$ cat src/rtl/ssc_prof_pkg.sv
package ssc_prof_pkg;

   localparam int SEL_W = 4;
   localparam logic [SEL_W-1:0] SEL_NO_SPREAD = 4'b1111;

   typedef enum logic [1:0] {
      KIND_FLAT   = 2'd0,
      KIND_CENTER = 2'd1,
      KIND_DOWN   = 2'd2
   } spread_kind_e;

endpackage

$ cat src/rtl/ssc_in_sync.sv
module ssc_in_sync #(
   parameter int             W       = 1,
   parameter int             STAGES  = 2,
   parameter logic [W-1:0]   RST_VAL = '0
) (
   input  logic          clk_i,
   input  logic          rst_n_i,
   input  logic [W-1:0]  d_i,
   output logic [W-1:0]  q_o
);

   generate
      if (STAGES == 0) begin : g_bypass
         assign q_o = d_i;
      end else begin : g_chain
         logic [W-1:0] stg_q [STAGES];
         always_ff @(posedge clk_i or negedge rst_n_i) begin
            if (!rst_n_i) begin
               for (int i = 0; i < STAGES; i++) stg_q[i] <= RST_VAL;
            end else begin
               stg_q[0] <= d_i;
               for (int i = 1; i < STAGES; i++) stg_q[i] <= stg_q[i-1];
            end
         end
         assign q_o = stg_q[STAGES-1];
      end
   endgenerate

endmodule

$ cat src/rtl/ssc_depth_decode.sv
module ssc_depth_decode
   import ssc_prof_pkg::*;
#(
   parameter int STEP_HUND = 25,
   parameter int HALF      = 250,
   parameter int OFS_W     = 18
) (
   input  logic [SEL_W-1:0]         code_i,
   output spread_kind_e             kind_o,
   output logic signed [OFS_W-1:0]  depth_o,
   output logic signed [OFS_W-1:0]  base_o
);

   localparam logic signed [OFS_W-1:0] HALF_S = OFS_W'(HALF);
   localparam logic signed [OFS_W-1:0] UNIT_S = OFS_W'(STEP_HUND);

   logic [3:0] mult;

   always_comb begin
      kind_o = KIND_FLAT;
      mult   = 4'd0;
      if (code_i == SEL_NO_SPREAD) begin
         kind_o = KIND_FLAT;
         mult   = 4'd0;
      end else if (!code_i[SEL_W-1]) begin
         kind_o = KIND_CENTER;
         mult   = {1'b0, code_i[2:0]} + 4'd1;
      end else begin
         kind_o = KIND_DOWN;
         mult   = {1'b0, code_i[2:0]} + 4'd2;
      end
      depth_o = signed'(OFS_W'(mult)) * UNIT_S;
      base_o  = -(depth_o * HALF_S);
   end

endmodule

$ cat src/rtl/ssc_phase_timer.sv
module ssc_phase_timer #(
   parameter int PERIOD = 500,
   parameter int PH_W   = 9
) (
   input  logic             clk_i,
   input  logic             rst_n_i,
   input  logic             run_i,
   output logic [PH_W-1:0]  phase_o,
   output logic             load_o,
   output logic             rising_o
);

   localparam logic [PH_W-1:0] LAST_PH = PH_W'(PERIOD - 1);
   localparam logic [PH_W-1:0] HALF_PH = PH_W'(PERIOD / 2);

   logic primed_q;

   assign load_o   = run_i && (!primed_q || (phase_o == LAST_PH));
   assign rising_o = (phase_o < HALF_PH);

   always_ff @(posedge clk_i or negedge rst_n_i) begin
      if (!rst_n_i) begin
         primed_q <= 1'b0;
         phase_o  <= '0;
      end else if (!run_i) begin
         primed_q <= 1'b0;
         phase_o  <= '0;
      end else if (load_o) begin
         primed_q <= 1'b1;
         phase_o  <= '0;
      end else begin
         phase_o  <= phase_o + 1'b1;
      end
   end

endmodule

$ cat src/rtl/ssc_ramp_accum.sv
module ssc_ramp_accum
   import ssc_prof_pkg::*;
#(
   parameter int OFS_W = 18
) (
   input  logic                     clk_i,
   input  logic                     rst_n_i,
   input  logic                     run_i,
   input  logic                     load_i,
   input  logic                     rising_i,
   input  logic signed [OFS_W-1:0]  base_i,
   input  spread_kind_e             kind_i,
   input  logic signed [OFS_W-1:0]  depth_i,
   output logic signed [OFS_W-1:0]  acc_o
);

   logic signed [OFS_W-1:0] slope;

   always_comb begin
      slope = (kind_i == KIND_CENTER) ? (depth_i <<< 1) : depth_i;
   end

   always_ff @(posedge clk_i or negedge rst_n_i) begin
      if (!rst_n_i)      acc_o <= '0;
      else if (!run_i)   acc_o <= '0;
      else if (load_i)   acc_o <= base_i;
      else if (rising_i) acc_o <= acc_o + slope;
      else               acc_o <= acc_o - slope;
   end

endmodule

$ cat src/rtl/ssc_profile_gen.sv
module ssc_profile_gen
   import ssc_prof_pkg::*;
#(
   parameter int REF_HZ      = 25_000_000,
   parameter int MOD_HZ      = 50_000,
   parameter int STEP_HUND   = 25,
   parameter int OFS_W       = 18,
   parameter int SYNC_STAGES = 2
) (
   input  logic                     clk_ref_i,
   input  logic                     rst_n_i,
   input  logic [3:0]               spread_sel_i,
   input  logic                     pwr_on_i,
   output logic signed [OFS_W-1:0]  offset_o,
   output logic                     drive_en_o
);

   localparam int     PERIOD = REF_HZ / MOD_HZ;
   localparam int     HALF   = PERIOD / 2;
   localparam int     PH_W   = $clog2(PERIOD);
   localparam longint PEAK   = longint'(8 * STEP_HUND) * longint'(HALF);

   generate
      if (REF_HZ % MOD_HZ != 0) begin : g_bad_ratio
         $error("reference must be a whole multiple of the modulation rate");
      end
      if (PERIOD % 2 != 0 || PERIOD < 4) begin : g_bad_period
         $error("profile period must be even and at least 4 cycles");
      end
      if (PEAK >= (longint'(1) << (OFS_W - 1))) begin : g_bad_width
         $error("OFS_W too narrow for the deepest spread");
      end
      if (SYNC_STAGES < 0) begin : g_bad_sync
         $error("SYNC_STAGES must not be negative");
      end
   endgenerate

   logic [SEL_W:0]          raw_w, synced_w;
   logic [SEL_W-1:0]        sel_s;
   logic                    run_s;
   logic [PH_W-1:0]         phase_w;
   logic                    load_w, rising_w;
   spread_kind_e            kind_next, kind_q;
   logic signed [OFS_W-1:0] depth_next, depth_q, base_next;

   assign raw_w = {pwr_on_i, spread_sel_i};

   ssc_in_sync #(
      .W       (SEL_W + 1),
      .STAGES  (SYNC_STAGES),
      .RST_VAL ({1'b0, SEL_NO_SPREAD})
   ) sync_i (
      .clk_i   (clk_ref_i),
      .rst_n_i (rst_n_i),
      .d_i     (raw_w),
      .q_o     (synced_w)
   );

   assign sel_s = synced_w[SEL_W-1:0];
   assign run_s = synced_w[SEL_W];

   ssc_phase_timer #(
      .PERIOD (PERIOD),
      .PH_W   (PH_W)
   ) timer_i (
      .clk_i    (clk_ref_i),
      .rst_n_i  (rst_n_i),
      .run_i    (run_s),
      .phase_o  (phase_w),
      .load_o   (load_w),
      .rising_o (rising_w)
   );

   ssc_depth_decode #(
      .STEP_HUND (STEP_HUND),
      .HALF      (HALF),
      .OFS_W     (OFS_W)
   ) decode_i (
      .code_i  (sel_s),
      .kind_o  (kind_next),
      .depth_o (depth_next),
      .base_o  (base_next)
   );

   always_ff @(posedge clk_ref_i or negedge rst_n_i) begin
      if (!rst_n_i) begin
         kind_q     <= KIND_FLAT;
         depth_q    <= '0;
         drive_en_o <= 1'b0;
      end else begin
         drive_en_o <= run_s;
         if (!run_s) begin
            kind_q  <= KIND_FLAT;
            depth_q <= '0;
         end else if (load_w) begin
            kind_q  <= kind_next;
            depth_q <= depth_next;
         end
      end
   end

   ssc_ramp_accum #(
      .OFS_W (OFS_W)
   ) accum_i (
      .clk_i    (clk_ref_i),
      .rst_n_i  (rst_n_i),
      .run_i    (run_s),
      .load_i   (load_w),
      .rising_i (rising_w),
      .base_i   (base_next),
      .kind_i   (kind_q),
      .depth_i  (depth_q),
      .acc_o    (offset_o)
   );

endmodule

$ cat config.mk
export PLATFORM = sky130hd
export DESIGN_NAME = ssc_profile_gen
export DESIGN_NICKNAME = d
export VERILOG_FILES = /design/src/rtl/ssc_prof_pkg.sv /design/src/rtl/ssc_in_sync.sv /design/src/rtl/ssc_depth_decode.sv /design/src/rtl/ssc_phase_timer.sv /design/src/rtl/ssc_ramp_accum.sv /design/src/rtl/ssc_profile_gen.sv
export SDC_FILE = /design/constraint.sdc
export NUM_CORES = 1
export LEC_CHECK = 0
export ABC_AREA = 1
export BUFFER_PORTS_ARGS = -buffer_cell sky130_fd_sc_hd__buf_2
export CAP_MARGIN = 10
export CORE_ASPECT_RATIO = 1.25
export CORE_UTILIZATION = 40
export DETAILED_ROUTE_END_ITERATION = 7
export MAX_ROUTING_LAYER = met4
export SKIP_LAST_GASP = 1
export SYNTH_ARGS = -nofsm -noshare
export SYNTH_HDL_FRONTEND = slang
export SYNTH_SLANG_ARGS = --single-unit
$ cat constraint.sdc
create_clock -name clk_ref_i -period 12.5 [get_ports clk_ref_i]
set_input_delay 2.5 -clock clk_ref_i [delete_from_list [all_inputs] [get_ports clk_ref_i]]
set_output_delay 2.5 -clock clk_ref_i [all_outputs]
set_load 0.005 [all_outputs]
; ---- Word-level counts from Yosys, hierarchy flattened
; Index checks and enable logic that the tools add are counted.
[op_classes]
n_addsub = 6
n_mul = 2
order_cmp = 1
eq_ne = 4
mux = 16
n_reduce_logical = 3
[ops]
columns = cell, count
row1 = $mux 18, 6
row2 = $add 18x18->18, 1
row3 = $mul 18x8->17 const B, 1
row4 = $mux 9, 2
row5 = $neg 18->18, 1
row6 = $sub 18x18->18, 1
row7 = $add 9x1->9 const B, 1
row8 = $eq 9x9->1 const B, 1
row9 = $lt 9x8->1 const B, 1
row10 = $mul 4x5->9 const B, 1
row11 = $mux 2, 4
row12 = $mux 4, 2
row13 = $add 3x1->4 const B, 1
row14 = $add 3x2->4 const B, 1
row15 = $eq 4x4->1 const B, 1
row16 = $eq 2x1->1 const B, 1
row17 = $mux 1, 2
row18 = $ne 2x1->1 const B, 1
row19 = $logic_and 1x1->1, 1
row20 = $logic_not 1->1, 1
row21 = $logic_or 1x1->1, 1
[word_totals]
register_bits = 59
input_bits = 7
out_inout_bits = 19
elab_cells = 40

; ---- Depth between registers and ports, before layout
[logic_depth]
ltp_word = 8
depth_mapped = 38
mapped_depth_nobuf = 37

; ---- Cells and area by module
; Synthesis repeated with hierarchy kept, for this count alone.
[hier_totals]
hier_cells = 929
hier_area_um2 = 6548.8
[by_module_without_submodules]
columns = module, instances, cells_per_inst, area_per_inst_um2, seq_area_each_um2
row1 = ssc_depth_decode, 1, 372, 2487.4, 0.0
row2 = ssc_ramp_accum, 1, 388, 2393.5, 450.4
row3 = ssc_profile_gen, 1, 90, 854.6, 525.5
row4 = ssc_phase_timer, 1, 64, 515.5, 250.2
row5 = ssc_in_sync, 1, 15, 297.8, 260.2

; ---- Least setup slack after synthesis
; Ideal clock, no wire load.
[synth_timing]
path_kind = register to register
start = register sync_i.g_chain.stg_q (netlist bit sync_i.q_o[0])
end = register accum_i.acc_o[17]
setup_time_ps = 115
arrival_time_ps = 6156
required_time_ps = 12385
setup_slack_ps = 6229
stages_incl_launch_ff = 34
path_buffers = 0
period_less_slack_ps = 6271
cell_sequence = dfstp_2 -> ha_1 -> inv_1 -> a31oi_1 -> inv_1 -> ha_1 -> inv_1 -> ha_1 -> or2_2 -> nand2_1 -> inv_1 -> ha_1 -> inv_1 -> xor2_1 -> fa_1 -> fa_1 -> inv_1 -> fa_1 -> inv_1 -> ha_1 -> nand2_1 -> inv_1 -> nand3_1 -> nand2_1 -> nand2_1 -> nand2_1 -> nor2_2 -> nand3_2 -> nor2_2 -> nand2_1 -> nand2_1 -> inv_1 -> nor2_1 -> nor2_1
[synth_between]
elab_chain_len = 8
elab_cells_between_ends = 10
classes_between = add/sub (3) / mul (2) / eq/ne (1) / mux (4)
[synth_rtl]
columns = item, line
row1 = start: declaration, ssc_in_sync.sv:16  ; logic [W-1:0] stg_q [STAGES];
row2 = $add 3x1->4 or $add 3x2->4 (tied branches), "ssc_depth_decode.sv:27, ssc_depth_decode.sv:30"
row3 = $mux 4, ssc_depth_decode.sv:25  ; end else if (!code_i[SEL_W-1]) begin
row4 = $mux 4 *, ssc_depth_decode.sv:22  ; if (code_i == SEL_NO_SPREAD) begin
row5 = $mul 4x5->9 *, ssc_depth_decode.sv:32  ; depth_o = signed'(OFS_W'(mult)) * UNIT_S;
row6 = $mul 18x8->17 *, ssc_depth_decode.sv:33  ; base_o = -(depth_o * HALF_S);
row7 = $neg 18->18 *, ssc_depth_decode.sv:33
row8 = $mux 18 *, ssc_ramp_accum.sv:26  ; else if (load_i) acc_o <= base_i;
row9 = $mux 18 *, ssc_ramp_accum.sv:25  ; else if (!run_i) acc_o <= '0;
row10 = end signal: assignment, ssc_ramp_accum.sv:26
row11 = end signal: assignment, ssc_ramp_accum.sv:27  ; else if (rising_i) acc_o <= acc_o + slope;
row12 = end signal: assignment, ssc_ramp_accum.sv:28  ; else acc_o <= acc_o - slope;
row13 = end: declaration, ssc_ramp_accum.sv:14  ; output logic signed [OFS_W-1:0] acc_o
; Mark *: on every way between the ends. The rest lies on a longest branch, timed or not.
; A chain may end at the register's enable or synchronous reset.

; ---- Final worst setup path
; Ends and elaborated chain as after synthesis.

==> key figures <==
Setup path
  – Crit path DAT: 7.38 ns
  – CP most frequent cell: inv_1
  – Crit path launch type: register
  – Crit-path leading delay family: adder cells
  – Crit path max-delay cell type: a31oi_1
  – CP required: 12.71 ns
  – R2R depth: 29
  – Crit path largest cell delay: 0.79 ns
  – Number of buffer and inverter stages on the critical path: 8
  – R2r startpoint: sync_i.q_o[0]$_DFF_PN1_
  – CP endpoint kind: register
  – CP max FO: 8
  – CP startpoint: sync_i.q_o[0]$_DFF_PN1_
  – WS Path Type: reg2reg
  – WP depth: 29

GRT
  – Largest net degree at the start of global routing: 51
  – Number of global-route vias before repair: 4,618
  – Remaining Overflow, GRT: 0
  – Antenna violations before repair: 0
  – Tot GR Track Use: 19.4%
  – First-pass GRT wire length: 21,400 um

Synth
  – Yosys warning count: 0
  – Top_reg_cell synth: dfrtp_1
  – #FFs+latches synth: 50
  – Synthesized Nets: 858
  – Mapped Cells: 759
  – Syn avg cell area: 7.39 um^2
  – Number of synthesized flops with an enable pin: 0
  – Ys async rst share: 100%
  – Register area share after synthesis: 22.5%
  – Yosys cell types: 48
  – Synthesized area: 5610 um^2

Timing
  – RSZ-0062 raised after global routing: no
  – Final Slew Violations: 0
  – Final Hold Viols: 0
  – Fmax achieved: 0.139 GHz
  – Final min period: 7.17 ns
  – Final setup violation count: 0
  – Final period util: 57.4%
  – Fin Setup TNS: 0 ns
  – Worst Clk Skew: 0.0144 ns
  – Max-slew headroom: 29.7%
  – Slew of the pin with the lowest slew margin: 1.05 ns

Drt
  – WL/cell: 13.2 um
  – Initial detailed-routing violation count: 211
  – Post-DRT Antenna Nets: 0
  – Final Routed Wirelength: 12,600 um
  – Via count: 4,685
  – Via density: 4.90
  – Drt pass-1 iters: 5
  – Drt drc: 0

Final layout
  – Highest-count cells in the layout ignoring fill and taps: nand2_1 (158), inv_1 (150), ha_1 (66), nor2_1 (52), nand3_1 (51)
  – Antenna Cells: 0
  – Most common cell after layout, fill and taps aside: nand2_1
  – Final layout net count: 879
  – P&R area growth vs syn: 7.74%
  – Layout cells sized above 1: 11.8%

CTS
  – Clock Latency Late Sink: 0.31 ns
  – Clock slew at reported path FFs: 0.08 ns
  – CTS H-Tree Depth: 2
  – CTS tree: done
  – Post-CTS Hold Buffers: 0
  – Sink Count: 50
  – Clock Path Buffers: 2
  – Post-CTS sizing: 0
  – TritonCTS Buffers: 5
  – Postcts setup bufs: 0
  – Clk Tree Root Cell: clkbuf_16

Floorplanning
  – Die Ht: 134 um
  – Die width: 108 um
  – Die ar.: 14,500 um^2
  – Initial core utilization: 40.8%
  – Core box area: 13,800 um^2
  – IO Pins: 26
  – Row count: 48

Min path
  – Tightest Hold Check Type: reg2reg
  – Worst Hold Launch: sync_i.g_chain.stg_q[9]$_DFF_PN0_
  – Hold path depth: 0

Job
  – Max_cap viols: 0

Placed design
  – Post-DP HPWL: 10,400 um
  – GP Congestion: 0.896
  – Number of buffers added on ports: 25

Run status
  – Run status: finished clean
## per-layer routing
layer | track usage (%) | share of wire [%] | up-vias
met1 | 22.4 | 44 | 2148
li1 | - | - | 2452
met5 | - | 0 | -
met4 | 7.31 | 2.9 | 0
met2 | 34.5 | 51 | 62
met3 | 1.55 | 2.1 | 23
## final timing paths
check / to / slack [ns]
worst min register to register: sync_i.q_o[4]$_DFF_PN0_ / 0.35
max in group asynchronous: depth_q[0]$_DFFE_PN0P_ / 9.73
worst max register to register: accum_i.acc_o[17]$_DFF_PN0_ / 5.33
worst min-delay path: sync_i.q_o[4]$_DFF_PN0_ / 0.35
worst max-delay path: accum_i.acc_o[17]$_DFF_PN0_ / 5.33
min in group asynchronous: timer_i.phase_o[3]$_DFF_PN0_ / 2.30
## registers in the layout, summed over array words and instances (netlist names)
signal / flops
kind_q: 2
sync_i.q_o: 5
accum_i.acc_o: 18
timer_i.primed_q: 1
timer_i.phase_o: 9
sync_i.g_chain.stg_q: 5
depth_q: 9
drive_en_o: 1
## cell type report
class / count / area [um^2]
Clock buffer: 5 / 125
Clock inverter: 3 / 47.5
Fill cell: 1459 / 7710
Inverter: 159 / 597
Multi-Input combinational cell: 538 / 3660
Sequential cell: 50 / 1260
Tap cell: 175 / 219
Timing Repair Buffer: 26 / 133
## cells in the mapped netlist (7+ instances only)
cell     number  area (um^2)
nor2_1       52          195
nand3_1      52          260
inv_2         9         33.8
nor2_2        8         50.1
fa_1         26          521
xor2_1       17          149
dfrtp_1      42         1050
nand2_2       7         43.8
ha_1         66          826
o22ai_1      11         68.8
nor3_1        9         45.0
dfstp_2       8          210
o21ai_0      23          115
inv_1       150          563
a21oi_1      38          190
nand2_1     158          593
xnor2_1      10         87.6
## cells by family (layout without fill, tap and decap cells)
logic type	Yosys count	in the layout	synth area share (%)
compound gates	106	106	11.6
flops	50	50	22.5
buf+inv	171	193	12.3
xor+xnor	27	27	4.21
simple gates	313	313	25.4
fa+ha+maj	92	92	24.0
## through the flow
stage / std cells / setup slack (ns) / hold WS, ns / cell area [um^2] / util [%]
floorplan: 759 / 6.23 / 0.331 / 5610 / -
global placement: 948 / 5.57 / 0.337 / 5870 / 42.7
detailed placement: 948 / 5.38 / 0.340 / 5870 / 42.7
CTS: 956 / 5.37 / 0.357 / 6050 / 44.0
global route: 956 / 4.90 / 0.358 / 6050 / 44.0
finish: 956 / 5.33 / 0.354 / 6050 / 44.0
## worst register-to-register path: cells and delay by family, from the launching register on
kind | cells | cell delay [ns]
DFF | 1 | 0.56
xor gates and xnor gates | 1 | 0.74
buffers and inverters | 8 | 0.73
adders and majority gates | 9 | 3.15
AOI/OAI and AO/OA | 2 | 0.98
and+or+nand+nor | 9 | 0.92
Power is not shown: default switching activity piles up to over one toggle a cycle in this logic, so the estimate is an artifact.
